--- src/rtl/gpio_bank_mux.sv ---
module gpio_bank_mux #(
  parameter int NPINS = 16,
  parameter int DW    = 64,
  parameter int AW    = 4,
  parameter int IW    = 4
) (
  input  logic               clk,
  input  logic               rst_n,
  input  logic [AW-1:0]      wb_adr_i,
  input  logic [DW-1:0]      wb_dat_i,
  output logic [DW-1:0]      wb_dat_o,
  input  logic               wb_we_i,
  input  logic               wb_cyc_i,
  input  logic               wb_stb_i,
  output logic               wb_ack_o,
  input  logic [NPINS-1:0]   pad_i,
  output logic [NPINS-1:0]   pad_o,
  output logic [NPINS-1:0]   pad_oe,
  output logic [NPINS-1:0]   pad_ie,
  output logic [NPINS-1:0]   pad_pu,
  output logic [NPINS-1:0]   pad_pd,
  input  logic [3*NPINS-1:0] per_o_i,
  input  logic [3*NPINS-1:0] per_oe_i,
  input  logic [3*NPINS-1:0] per_ie_i,
  output logic [3*NPINS-1:0] per_i_o,
  input  logic [IW-1:0]      tst_sel_i,
  input  logic [1:0]         tst_bank_i,
  input  logic               tst_o_i,
  input  logic               tst_oe_i,
  input  logic               tst_ie_i,
  input  logic               tst_pu_i,
  input  logic               tst_pd_i
);
  localparam int LANES = DW / 8;
  localparam int ROWS  = (NPINS + LANES - 1) / LANES;
  localparam logic [31:0] ROWS_W = 32'(ROWS);

  logic [7:0]    cfg   [NPINS];
  logic [7:0]    wnext [NPINS];
  logic [7:0]    rbyte [NPINS];
  logic [NPINS-1:0] wsel;
  logic          ack_q;
  logic [DW-1:0] rd_q, rd_word;

  wire req = wb_cyc_i & wb_stb_i & ~ack_q;

  for (genvar p = 0; p < NPINS; p++) begin : g_pin
    localparam int ROW  = p / LANES;
    localparam int LANE = p % LANES;
    wire [7:0] wb   = wb_dat_i[8*LANE +: 8];
    assign wsel[p]  = req & wb_we_i & (wb_adr_i == AW'(ROW));
    assign wnext[p] = {wb[7:5], wb[0] ? wb[4] : cfg[p][4], wb[3:0]};
    assign rbyte[p] = {cfg[p][7:5], cfg[p][0] ? cfg[p][4] : pad_i[p], cfg[p][3:0]};

    wire       ovr = cfg[p][7] & (tst_sel_i == IW'(p));
    wire [1:0] bk  = ovr ? tst_bank_i : cfg[p][6:5];
    wire po  = (bk == 2'd1) ? per_o_i[p]  : (bk == 2'd2) ? per_o_i[NPINS+p]  : per_o_i[2*NPINS+p];
    wire poe = (bk == 2'd1) ? per_oe_i[p] : (bk == 2'd2) ? per_oe_i[NPINS+p] : per_oe_i[2*NPINS+p];
    wire pie = (bk == 2'd1) ? per_ie_i[p] : (bk == 2'd2) ? per_ie_i[NPINS+p] : per_ie_i[2*NPINS+p];

    assign pad_o[p]  = ovr ? tst_o_i  : (bk == 2'd0) ? cfg[p][4] : po;
    assign pad_oe[p] = ovr ? tst_oe_i : (bk == 2'd0) ? cfg[p][0] : poe;
    assign pad_ie[p] = ovr ? tst_ie_i : (bk == 2'd0) ? cfg[p][1] : pie;
    assign pad_pu[p] = ovr ? tst_pu_i : cfg[p][2];
    assign pad_pd[p] = ovr ? tst_pd_i : cfg[p][3];

    for (genvar k = 0; k < 3; k++) begin : g_per
      assign per_i_o[k*NPINS+p] = pad_i[p] & pad_ie[p] & (bk == 2'(k+1));
    end


    per_gate_chk: assert property (@(posedge clk) disable iff (!rst_n)
      !pad_ie[p] |-> !(per_i_o[p] | per_i_o[NPINS+p] | per_i_o[2*NPINS+p]));

    per_onehot_chk: assert property (@(posedge clk) disable iff (!rst_n)
      $onehot0({per_i_o[p], per_i_o[NPINS+p], per_i_o[2*NPINS+p]}));
  end

  always_comb begin
    rd_word = '0;
    for (int p = 0; p < NPINS; p++)
      if (wb_adr_i == AW'(p / LANES)) rd_word[8*(p % LANES) +: 8] = rbyte[p];
  end

  always_ff @(posedge clk) begin
    if (!rst_n) begin
      ack_q <= 1'b0;
      rd_q  <= '0;
      for (int p = 0; p < NPINS; p++) cfg[p] <= 8'h00;
    end else begin
      ack_q <= req;
      if (req && !wb_we_i) rd_q <= rd_word;
      for (int p = 0; p < NPINS; p++)
        if (wsel[p]) cfg[p] <= wnext[p];
    end
  end

  assign wb_ack_o = ack_q;
  assign wb_dat_o = rd_q;


  ack_pulse_chk: assert property (@(posedge clk) disable iff (!rst_n)
    wb_ack_o |=> !wb_ack_o);

  ack_resp_chk: assert property (@(posedge clk) disable iff (!rst_n)
    (wb_cyc_i && wb_stb_i && !wb_ack_o) |=> wb_ack_o);

  unimpl_read_chk: assert property (@(posedge clk) disable iff (!rst_n)
    (wb_cyc_i && wb_stb_i && !wb_ack_o && !wb_we_i && ({{(32-AW){1'b0}}, wb_adr_i} >= ROWS_W))
    |=> (wb_dat_o == '0));
endmodule

--- config.mk ---
export PLATFORM = sky130hd
export DESIGN_NAME = gpio_bank_mux
export DESIGN_NICKNAME = d
export VERILOG_FILES = /design/src/rtl/gpio_bank_mux.sv
export SDC_FILE = /design/constraint.sdc
export NUM_CORES = 1
export LEC_CHECK = 0
export BUFFER_PORTS_ARGS = -buffer_cell sky130_fd_sc_hd__buf_2
export CAP_MARGIN = 40
export CORE_ASPECT_RATIO = 0.9
export CORE_MARGIN = 2
export CORE_UTILIZATION = 40
export DETAILED_ROUTE_END_ITERATION = 6
export HOLD_SLACK_MARGIN = 0.06
export MAX_ROUTING_LAYER = met4
export PLACE_DENSITY = 0.67
export SLEW_MARGIN = 15
export SYNTH_ARGS = -nofsm -noshare
export SYNTH_HDL_FRONTEND = slang
export SYNTH_SLANG_ARGS = --single-unit
--- constraint.sdc ---
create_clock -name clk -period 4.7 [get_ports clk]
set_input_delay 0.235 -clock clk [delete_from_list [all_inputs] [get_ports clk]]
set_output_delay 0.235 -clock clk [all_outputs]
set_load 0.01 [all_outputs]
==> results.ini <==
[status]
status=completed

[global_routing]
grt_max_degree=80
antenna_found_initial=8
grt_usage_pct=29.3
grt_pass1_vias=11073
grt_pass1_wl_um=66200
gr-total-overflow=0

[placed_design]
globalplace.congestion=0.893
dp_hpwl_um=31800
io_buffers=436
dp.cells=1821

[clock_network]
hold_buffers=0
cts.clk_slew.worst_paths_ps=80
cts_setup_buffers=0
cts.sinks=193
clk_path_buf_depth=2
cts_made_buffers=17
cts_resized=0
tritoncts=yes
clk_latency_ps=430
cts-htree-levels=4
cts_root_buf=clkbuf_16

[power_and_ir_drop]
p_per_area_nw_per_um2=281
ir_drop_mv=0.221
total_leakage_power_uw=0.00637

[synthesis]
netlist_instances=1077
synth_edf_count=128
ys_ff_latch=193
synthDistinctLibCells=51
yosysWarningCount=0
synth_top_cell_area_share_pct=32.5
syn-cell-area_sq_um=11800
synth_area_per_cell_sq_um=11.0
synthTopCellsByArea=edfxtp_1 (32%), dfxtp_1 (11%), mux4_2 (9.1%), mux2_2 (8.7%), a221oi_1 (4.9%)
synthFlopType=edfxtp_1
ys_seq_area_share_pct=43.5
synth_fp_nets=1321
post-synth-top-area-cell=edfxtp_1
async_reset_ff_share_pct=0

[setup_path]
crit_required_ps=4820
path_class=flop to flop
rr_startpoint=wb_ack_o$_SDFF_PN0_
cp_data_arrival_time_ps=2780
crit_path_end_kind=flop
cp_max_fo=29
r2r_setup_slack_ps=2030
r2r_cells=4
r2r-end=cfg[4][7]$_SDFFCE_PP0P_
cp-start-kind=flop

[finish]
regArea_sq_um=5140
area_growth_pct=26.1
fin_cells=1863
nets=1689
final_util_pct=51.5
n_fill_cell=2697
multiInputGateArea_sq_um=6220
drive_gt1_share_pct=45.3

[detailed_routing]
drtIter0Drc=1063
first_pass_iters=5
drt-total-wl_um=45500
maxUsedRoutingLayer=met4
met1_length_um=18300
wire_per_inst_um=24.4
routed_via_density=6.05
route.met3.wl_um=3990
ant_nets=0
wl_met2_um=21500
drc=0
num_vias=11265

[timing]
skew_ps=19.7
drv_slew=0
fin_crit_ps=2670
period_share_pct=56.7
fin_setup_tns_ps=0
tightestPinTransition_ps=828
rsz0062_at_grt=no
max_freq_mhz=375
hold_viol_final=0
slew_headroom_pct=44.8
setup_viol=0

[min_path]
min_path_cells=2
hold_start=wb_dat_i[2]
min_to=cfg[4][2]$_SDFFCE_PP0P_
hold_path.class=primary input to flop

[die]
num_rows=59
die_w_um=185
start_util_pct=40.8
die-area_sq_um=31000
ios=437
dieHeight_um=167
design.core.area_sq_um=29000

[run]
maxCapViolations=0

[cell type report]
cell class	instances	share of cell area (%)
multi-input combinational	755	41.6
sequential	193	34.5
timing repair buffer	451	16.1
tap	396	3.32
clock buffer	19	2.90
clock inverter	13	0.788
inverter	27	0.679
antenna	9	0.151
[kinds of logic (layout without fill, tap and decap cells)]
kind of cell,count (synthesis),count (layout),synth area share [%]
other cells,0,9,0
flops,193,193,43.5
compound gates,258,258,15.2
simple gates,354,354,18.7
mux,143,143,18.2
buf+inv,129,510,4.54
[where the power goes]
part	internal (uW)	switching, uW
Sequential	1900	105
Clock	702	721
Combinational	357	412
[cell usage after synthesis, types with 4 or more instances]
cell type	n
o211ai_1	24
inv_1	27
nor4b_4	4
and4bb_2	5
and2_1	87
nand3_1	46
nand2_2	8
nor2_1	64
mux4_2	48
o211ai_2	6
and3_1	46
mux2_2	92
dfxtp_1	65
buf_1	6
o21ai_0	110
nand4bb_1	6
clkbuf_1	72
a221oi_1	66
a22oi_1	40
nand2_1	15
nor2b_1	30
nand4_1	15
buf_2	19
and4b_1	6
edfxtp_1	128
[worst max path at each step]
stage / start / to / slack [ps] / depth (start not counted)
floorplan: wb_adr_i[0] / cfg[0][0]$_SDFFCE_PN0P_ / 2050 / 4
global placement: wb_ack_o$_SDFF_PN0_ / cfg[4][2]$_SDFFCE_PP0P_ / 2010 / 3
detailed placement: wb_ack_o$_SDFF_PN0_ / cfg[4][5]$_SDFFCE_PP0P_ / 2050 / 4
CTS: wb_ack_o$_SDFF_PN0_ / cfg[4][7]$_SDFFCE_PP0P_ / 2020 / 4
global route: wb_ack_o$_SDFF_PN0_ / cfg[4][7]$_SDFFCE_PP0P_ / 1920 / 4
finish: wb_ack_o$_SDFF_PN0_ / cfg[4][7]$_SDFFCE_PP0P_ / 2030 / 4
[metrics by stage]
step	setup slack, ps	hold WS (ps)	power, uW	instance area (sq um)
global route	1920	74.2	4350	14900
finish	2030	96.2	4200	14900
floorplan	2050	426	2430	11800
CTS	2020	78.2	4210	14900
global placement	2010	489	2780	14200
detailed placement	2050	490	2800	14300
[sequential cells by signal (all words and copies together) (netlist names)]
| name | flops |
|---|---|
| cfg | 128 |
| wb_ack_o | 1 |
| wb_dat_o | 64 |
[worst max-delay path, cell delays in order (launching register included)]
cell	delay [ps]
dfxtp_1	370
and4b_2	630
nand2_1	470
nand2_4	550
buf_12	290
[routing by layer]
layer | vias up | track usage [%]
li1 | 4939 | -
met1 | 5565 | 36.6
met2 | 655 | 46.3
met3 | 106 | 6.22
met4 | 0 | 12.0
met5 | - | -
[cells in the final DEF, fill, tap and decap left out, types with 5 or more instances in the layout]
cell       instances
nor2b_1           28
nor4b_4            5
dfxtp_1           65
o211ai_2           6
o211ai_1          24
diode_2            9
mux4_2            48
buf_2            435
o21ai_0          110
and4b_1            5
nand3_1           46
nor2_1            64
inv_1             27
and3_1            46
mux2_2            92
and4bb_2           5
a22oi_1           40
and2_1            87
nand2_2            8
buf_4              8
nand4bb_1          5
nand4_1           15
edfxtp_1         128
clkbuf_16         17
a221oi_1          66
nand2_1           13
(Power assumes the default switching activity.)
